**src/rtl/dlg_pkg.sv**
```systemverilog
package dlg_pkg;
    typedef enum logic [1:0] {
        LVL_NONE   = 2'd0,
        LVL_PUBLIC = 2'd1,
        LVL_AUTH   = 2'd2,
        LVL_FULL   = 2'd3
    } dbg_level_e;
endpackage

```
**src/rtl/dlg_auth_tracker.sv**
```systemverilog
module dlg_auth_tracker
    import dlg_pkg::*;
#(
    parameter int LOCKOUT_CYCLES = 1024
) (
    input  logic       clk,
    input  logic       rst_n,
    input  logic [1:0] boot_stage_i,
    input  logic       auth_valid_i,
    input  logic       auth_pass_i,
    output logic [1:0] level_o,
    output logic       lockout_o
);
    localparam int CNT_W = $clog2(LOCKOUT_CYCLES + 1);

    typedef struct packed {
        logic [1:0]       stage;
        dbg_level_e       level;
        logic [CNT_W-1:0] cnt;
    } trk_t;

    trk_t trk_d, trk_q;
    logic accept;

    always_comb begin
        trk_d  = trk_q;
        accept = auth_valid_i && (trk_q.cnt == '0);
        // boot stage only ratchets forward
        if (boot_stage_i > trk_q.stage) begin
            trk_d.stage = boot_stage_i;
        end
        if (accept) begin
            if (auth_pass_i) begin
                trk_d.level = (trk_d.stage == 2'd0) ? LVL_FULL : LVL_AUTH;
            end else begin
                trk_d.level = LVL_PUBLIC;
                trk_d.cnt   = CNT_W'(LOCKOUT_CYCLES);
            end
        end else if (trk_q.cnt != '0) begin
            trk_d.cnt = trk_q.cnt - 1'b1;
        end
        // full access never survives past the first boot stage
        if ((trk_d.stage != 2'd0) && (trk_d.level == LVL_FULL)) begin
            trk_d.level = LVL_AUTH;
        end
    end

    always_ff @(posedge clk) begin
        if (!rst_n) begin
            trk_q.stage <= 2'd0;
            trk_q.level <= LVL_PUBLIC;
            trk_q.cnt   <= '0;
        end else begin
            trk_q <= trk_d;
        end
    end

    assign level_o   = trk_q.level;
    assign lockout_o = (trk_q.cnt != '0);

    // stored boot stage never decreases
    a_r7_stage_monotonic: assert property (@(posedge clk) disable iff (!rst_n)
        trk_q.stage >= $past(trk_q.stage));
    // level 3 only while stage is 0
    a_r7_no_full_late: assert property (@(posedge clk) disable iff (!rst_n)
        (trk_q.stage != 2'd0) |-> (trk_q.level != LVL_FULL));
    // strobes during lockout leave the level untouched
    a_r8_lockout_hold: assert property (@(posedge clk) disable iff (!rst_n)
        (lockout_o && auth_valid_i) |=> (trk_q.level == $past(trk_q.level)));
    // accepted fail gives public level and an active lockout
    a_r8_fail_public: assert property (@(posedge clk) disable iff (!rst_n)
        (!lockout_o && auth_valid_i && !auth_pass_i) |=> (level_o == LVL_PUBLIC && lockout_o));
endmodule

```
**src/rtl/dlg_shield_ctrl.sv**
```systemverilog
module dlg_shield_ctrl (
    input  logic clk,
    input  logic rst_n,
    input  logic trusted_wr_i,
    input  logic trusted_shield_i,
    input  logic dbg_wr_i,
    output logic shield_o,
    output logic configured_o,
    output logic viol_o
);
    typedef struct packed {
        logic shield;
        logic configured;
        logic viol;
    } shd_t;

    shd_t shd_d, shd_q;

    always_comb begin
        shd_d      = shd_q;
        shd_d.viol = dbg_wr_i;
        if (trusted_wr_i) begin
            shd_d.shield     = trusted_shield_i;
            shd_d.configured = 1'b1;
        end
    end

    always_ff @(posedge clk) begin
        if (!rst_n) begin
            shd_q.shield     <= 1'b1;
            shd_q.configured <= 1'b0;
            shd_q.viol       <= 1'b0;
        end else begin
            shd_q <= shd_d;
        end
    end

    assign shield_o     = shd_q.shield;
    assign configured_o = shd_q.configured;
    assign viol_o       = shd_q.viol;

    // the port stays closed until the trusted agent configures it
    a_r2_closed_until_cfg: assert property (@(posedge clk) disable iff (!rst_n)
        !configured_o |-> shield_o);
    // a debug-side write alone is flagged and changes nothing
    a_r3_dbg_write_ignored: assert property (@(posedge clk) disable iff (!rst_n)
        (dbg_wr_i && !trusted_wr_i) |=> (viol_o && shield_o == $past(shield_o)));
endmodule

```
**src/rtl/dlg_access_port.sv**
```systemverilog
module dlg_access_port #(
    parameter int                     ID_W         = 4,
    parameter int                     NUM_ASSETS   = 12,
    parameter int                     DATA_W       = 32,
    parameter logic [2*(2**ID_W)-1:0] ASSET_LEVELS = 32'h00E4E4E4
) (
    input  logic              clk,
    input  logic              rst_n,
    input  logic              enable_i,
    input  logic [1:0]        level_i,
    input  logic              req_valid_i,
    input  logic              req_write_i,
    input  logic [ID_W-1:0]   req_id_i,
    input  logic [DATA_W-1:0] req_wdata_i,
    input  logic [DATA_W-1:0] asset_rdata_i,
    output logic              asset_en_o,
    output logic              asset_we_o,
    output logic [ID_W-1:0]   asset_id_o,
    output logic [DATA_W-1:0] asset_wdata_o,
    output logic              rsp_valid_o,
    output logic              rsp_grant_o,
    output logic [DATA_W-1:0] rsp_rdata_o
);
    localparam int TAB_N = 2 ** ID_W;

    typedef struct packed {
        logic              valid;
        logic              grant;
        logic [DATA_W-1:0] rdata;
    } rsp_t;

    logic [1:0] lvl_tab [TAB_N];
    logic       in_range [TAB_N];

    for (genvar g = 0; g < TAB_N; g++) begin : g_tab
        if (g < NUM_ASSETS) begin : g_used
            assign lvl_tab[g]  = ASSET_LEVELS[2*g +: 2];
            assign in_range[g] = 1'b1;
        end else begin : g_unused
            assign lvl_tab[g]  = 2'd3;
            assign in_range[g] = 1'b0;
        end
    end

    rsp_t rsp_d, rsp_q;
    logic allow;

    always_comb begin
        allow = req_valid_i && enable_i && in_range[req_id_i]
                && (lvl_tab[req_id_i] <= level_i);
        rsp_d.valid = req_valid_i;
        rsp_d.grant = allow;
        rsp_d.rdata = (allow && !req_write_i) ? asset_rdata_i : '0;
    end

    always_ff @(posedge clk) begin
        if (!rst_n) begin
            rsp_q <= '0;
        end else begin
            rsp_q <= rsp_d;
        end
    end

    assign asset_en_o    = allow;
    assign asset_we_o    = allow && req_write_i;
    assign asset_id_o    = req_id_i;
    assign asset_wdata_o = req_wdata_i;
    assign rsp_valid_o   = rsp_q.valid;
    assign rsp_grant_o   = rsp_q.grant;
    assign rsp_rdata_o   = rsp_q.rdata;

    // denied responses carry zero data
    a_r9_deny_zero: assert property (@(posedge clk) disable iff (!rst_n)
        (rsp_valid_o && !rsp_grant_o) |-> (rsp_rdata_o == '0));
    // a response follows every request one cycle later
    a_r9_one_cycle: assert property (@(posedge clk) disable iff (!rst_n)
        req_valid_i |=> rsp_valid_o);
    // the asset strobe is followed by a grant
    a_r10_en_means_grant: assert property (@(posedge clk) disable iff (!rst_n)
        asset_en_o |=> rsp_grant_o);
    // out-of-range identifiers are never granted
    a_r5_out_of_range: assert property (@(posedge clk) disable iff (!rst_n)
        (req_valid_i && (int'(req_id_i) >= NUM_ASSETS)) |=> !rsp_grant_o);
endmodule

```
**src/rtl/dbg_level_gate.sv**
```systemverilog
module dbg_level_gate #(
    parameter int                     ID_W           = 4,
    parameter int                     NUM_ASSETS     = 12,
    parameter int                     DATA_W         = 32,
    parameter int                     LOCKOUT_CYCLES = 1024,
    parameter logic [2*(2**ID_W)-1:0] ASSET_LEVELS   = 32'h00E4E4E4
) (
    input  logic              clk,
    input  logic              rst_n,
    input  logic [1:0]        boot_stage_i,
    input  logic              auth_valid_i,
    input  logic              auth_pass_i,
    input  logic              trusted_wr_i,
    input  logic              trusted_shield_i,
    input  logic              dbg_shield_wr_i,
    input  logic              req_valid_i,
    input  logic              req_write_i,
    input  logic [ID_W-1:0]   req_id_i,
    input  logic [DATA_W-1:0] req_wdata_i,
    input  logic [DATA_W-1:0] asset_rdata_i,
    output logic              asset_en_o,
    output logic              asset_we_o,
    output logic [ID_W-1:0]   asset_id_o,
    output logic [DATA_W-1:0] asset_wdata_o,
    output logic              rsp_valid_o,
    output logic              rsp_grant_o,
    output logic [DATA_W-1:0] rsp_rdata_o,
    output logic [1:0]        auth_level_o,
    output logic              lockout_o,
    output logic              shield_o,
    output logic              shield_viol_o
);
    logic       configured;
    logic       port_open;
    logic [1:0] level;

    dlg_shield_ctrl i_shield (
        .clk              (clk),
        .rst_n            (rst_n),
        .trusted_wr_i     (trusted_wr_i),
        .trusted_shield_i (trusted_shield_i),
        .dbg_wr_i         (dbg_shield_wr_i),
        .shield_o         (shield_o),
        .configured_o     (configured),
        .viol_o           (shield_viol_o)
    );

    dlg_auth_tracker #(
        .LOCKOUT_CYCLES (LOCKOUT_CYCLES)
    ) i_auth (
        .clk          (clk),
        .rst_n        (rst_n),
        .boot_stage_i (boot_stage_i),
        .auth_valid_i (auth_valid_i),
        .auth_pass_i  (auth_pass_i),
        .level_o      (level),
        .lockout_o    (lockout_o)
    );

    assign port_open    = configured && !shield_o;
    assign auth_level_o = level;

    dlg_access_port #(
        .ID_W         (ID_W),
        .NUM_ASSETS   (NUM_ASSETS),
        .DATA_W       (DATA_W),
        .ASSET_LEVELS (ASSET_LEVELS)
    ) i_port (
        .clk           (clk),
        .rst_n         (rst_n),
        .enable_i      (port_open),
        .level_i       (level),
        .req_valid_i   (req_valid_i),
        .req_write_i   (req_write_i),
        .req_id_i      (req_id_i),
        .req_wdata_i   (req_wdata_i),
        .asset_rdata_i (asset_rdata_i),
        .asset_en_o    (asset_en_o),
        .asset_we_o    (asset_we_o),
        .asset_id_o    (asset_id_o),
        .asset_wdata_o (asset_wdata_o),
        .rsp_valid_o   (rsp_valid_o),
        .rsp_grant_o   (rsp_grant_o),
        .rsp_rdata_o   (rsp_rdata_o)
    );

    // a grant needs an open, configured port in the request cycle
    a_r1_no_grant_closed: assert property (@(posedge clk) disable iff (!rst_n)
        rsp_grant_o |-> $past(!shield_o && configured));
endmodule

```
**config.mk**
```make
export PLATFORM = sky130hd
export DESIGN_NAME = dbg_level_gate
export DESIGN_NICKNAME = d
export VERILOG_FILES = /design/src/rtl/dlg_pkg.sv /design/src/rtl/dlg_auth_tracker.sv /design/src/rtl/dlg_shield_ctrl.sv /design/src/rtl/dlg_access_port.sv /design/src/rtl/dbg_level_gate.sv
export SDC_FILE = /design/constraint.sdc
export NUM_CORES = 1
export LEC_CHECK = 0
export ABC_CLOCK_PERIOD_IN_PS = 2600
export CAP_MARGIN = 20
export CORE_ASPECT_RATIO = 0.9
export CORE_MARGIN = 1.5
export CORE_UTILIZATION = 55
export CTS_CLUSTER_DIAMETER = 120
export DETAILED_ROUTE_END_ITERATION = 7
export DONT_BUFFER_PORTS = 1
export GPL_TIMING_DRIVEN = 0
export PLACE_DENSITY_LB_ADDON = 0.05
export SYNTH_ARGS = -nofsm -noshare
export SYNTH_HDL_FRONTEND = slang
export SYNTH_SLANG_ARGS = --single-unit
```
**constraint.sdc**
```tcl
create_clock -name clk -period 2.6 [get_ports clk]
set_clock_uncertainty 0.15 [all_clocks]
set_input_delay 0.39 -clock clk [delete_from_list [all_inputs] [get_ports clk]]
set_output_delay 0.39 -clock clk [all_outputs]
set_load 0.1 [all_outputs]
```
==> run_results.csv <==
group,metric,value,unit
outcome,outcome,"finished, final reports clean",
sta,worst_pin_slew,0.980,ns
routing,drt-total-wl,4.58,mm
synthesis,yosysWarnings,0,
power,switching_share,41.5,%
sta,slew_headroom,34.6,%
sta,period_share,97.6,%
hold_path,min_path_type,"in2reg",
flow_run,cap_viol_max_count,0,
floorplan,die_h,63.3,µm
power,power.total,2.62,mW
power,p_clk_share,21.6,%
routing,drtIter0Drc,33,
global_routing,antenna_found_initial,0,
floorplan,core,3810,µm²
power,power_frac_seq,37.4,%
clock_tree,clock_latency,0.29,ns
setup_path,cp-end-kind,"output port",
floorplan,dieArea,4440,µm²
global_routing,grt_pass1_wl,6.97,mm
cells_and_area,area_delta_synth_final,11.4,%
synthesis,synthesis.nets,316,
cells_and_area,layout_common_cells,"dfxtp_1 (50), buf_4 (40), and2_1 (34)",
cells_and_area,utilization,65.1,%
sta,hold_viol,0,
sta,setup-violations-final,0,
place,dp_cells,276,
synthesis,syn_area_per_cell,9.67,µm²
cells_and_area,drive_gt1_share,27.0,%
sta,rsz0062_at_grt,"yes",
power,powerDensity,1060,nW/µm²
synthesis,yosysSeqAreaShare,46.8,%
cells_and_area,nets,326,
power,intPower,1.53,mW
synthesis,synth_area,2220,µm²
cells_and_area,diodes,0,
cells_and_area,n_fill_cell,321,
place,dp_slack,-0.0672,ns
clock_tree,cts_root_buf,"clkbuf_8",
global_routing,grt_max_degree,17,
floorplan,dieWidth,70.0,µm
setup_path,start_kind,"register",
setup_path,critPathArrivalTime,2.00,ns
power,pwr-share-comb,40.9,%
setup_path,worst_ep_required_time,2.06,ns
sta,fin_setup_tns,0,ns
global_routing,gr-usage-all-layers,19.8,%
routing,drtPass1Iterations,6,
setup_path,critPathKind,"reg2out",
routing,dr_total_vias,1596,
place,gp_congestion,0.823,
synthesis,postSynthCellCount,230,
clock_tree,clock_path_buffers,2,
floorplan,floorplan.rows,21,
sta,slew_violations,0,
power,ir_drop,0.486,mV
clock_tree,cts.clk_slew.worst_paths,0.09,ns
synthesis,synth_seq_cells,52,
floorplan,io_pins,156,
floorplan,start_util,58.4,%
global_routing,first_global_vias,1449,
routing,viasPerCell,5.56,
routing,wl_per_cell,15.9,µm
routing,ant_nets,0,
clock_tree,htreeDepth,2,
cells_and_area,final_common_cell,"dfxtp_1",
power,p_sw,1.09,mW
synthesis,synth.distinct_cells,35,
clock_tree,cts_buffers,5,
place,io_buffers,0,
clock_tree,cts_tree,"yes",
routing,drc,0,
setup_path,cp_max_fo,3,
cells_and_area,post-route-cell-area,2480,µm²
cells_and_area,fin_cells,287,
sta,min_period,2.54,ns
place,dp_hpwl,3.73,mm
sta,max_freq,0.394,GHz
sta,hold_ws,0.0581,ns
place,dpl_cell_area,2290,µm²
sta,fin_ws,0.0617,ns
clock_tree,cts_sinks,52,
global_routing,globalRouteOverflowTotal,0,
power,p_leak,1.07,nW
## worst max-delay path, stage by stage, from the launching register on
cell,delay [ns]
dfxtp_2,0.35
inv_2,0.04
ha_4,0.21
nor2b_4,0.12
a2bb2oi_2,0.13
or3_4,0.36
nor2_4,0.49
## Yosys cell counts (all sizes together)
master / instances / area [µm²]
dfxtp: 52 / 1040
buf: 40 / 302
and2: 34 / 213
a21oi: 11 / 55.1
inv: 9 / 33.8
nor2: 9 / 33.8
ha: 7 / 87.6
nand2: 7 / 26.3
or3: 7 / 43.8
or4: 7 / 56.3
nor2b: 6 / 37.5
nor4: 5 / 58.8
o21ai: 5 / 25.0
clkbuf: 4 / 15.0
nand2b: 4 / 25.0
o31ai: 4 / 30.0
a31oi: 3 / 18.8
a311oi: 2 / 17.5
mux2i: 2 / 20.0
nand3: 2 / 10.0
nor3: 2 / 10.0
a2bb2oi: 1 / 8.76
a31o: 1 / 8.76
a41oi: 1 / 8.76
clkinv: 1 / 3.75
mux2: 1 / 11.3
o211ai: 1 / 7.51
o21ba: 1 / 10.0
or2: 1 / 6.26
## kinds of logic (layout without fill, tap and decap cells)
logic type	count (synthesis)	in the layout	synth area share, %
AOI/OAI and AO/OA	30	30	8.55
adders and majority gates	7	7	3.94
buffers and inverters	54	65	15.9
DFF	52	52	46.8
muxes	3	3	1.41
and+or+nand+nor	84	84	23.4
## state kept, by name, indices dropped and copies added, names as in the netlist
signal	cells
i_auth.level_o	2
i_auth.trk_q	13
i_port.rsp_grant_o	1
i_port.rsp_rdata_o	32
i_port.rsp_valid_o	1
i_shield.configured_o	1
i_shield.shield_o	1
i_shield.viol_o	1
## final cells by class
class	count	area (µm²)	area share, %
sequential	52	1040	42.1
clock buffer	6	82.6	3.33
clock inverter	2	38.8	1.56
tap	46	57.6	2.32
buffer	44	317	12.8
inverter	10	41.3	1.67
timing repair buffer	3	25.0	1.01
multi-input combinational	124	873	35.2
## what timing repair did
item / CTS / global route
hold endpoints to repair: 1 / 0
resized for setup: 7 / 3
endpoints found under the setup margin: 2 / 4
hold buffers: 1 / 0
pin swaps: 3 / 2
buffers inserted: 2 / 0
## path summary, 6_finish.rpt
check                                startpoint                            endpoint  slack (ns)  cells after the start
max reg2reg        i_auth.level_o[1]$_SDFF_PN0_    i_port.rsp_rdata_o[7]$_SDFF_PN0_        0.41                      7
min                                       rst_n       i_auth.trk_q[10]$_SDFFE_PN0P_        0.06                      2
max                i_auth.level_o[1]$_SDFF_PN0_                          asset_we_o        0.06                      6
min reg2reg  i_shield.configured_o$_SDFFE_PN0P_  i_shield.configured_o$_SDFFE_PN0P_        0.33                      2
## power by group through the flow
stage / Combinational, mW / Clock [mW] / Sequential, mW
floorplan: 0.907 / 0 / 0.977
global placement: 0.985 / 0 / 0.988
detailed placement: 1.02 / 0 / 0.997
CTS: 1.06 / 0.580 / 0.977
global route: 1.14 / 0.615 / 0.994
finish: 1.07 / 0.566 / 0.980
## routing by layer
metal	routed length (µm)	share of wire, %	global-route usage (%)	vias up
met2	2540	55	38.8	99
met1	1610	35	21.4	743
met5	0	0	0	-
met3	418	9.1	4.80	2
met4	12	0.26	3.61	0
li1	-	-	-	752
(Power assumes the default switching activity.)
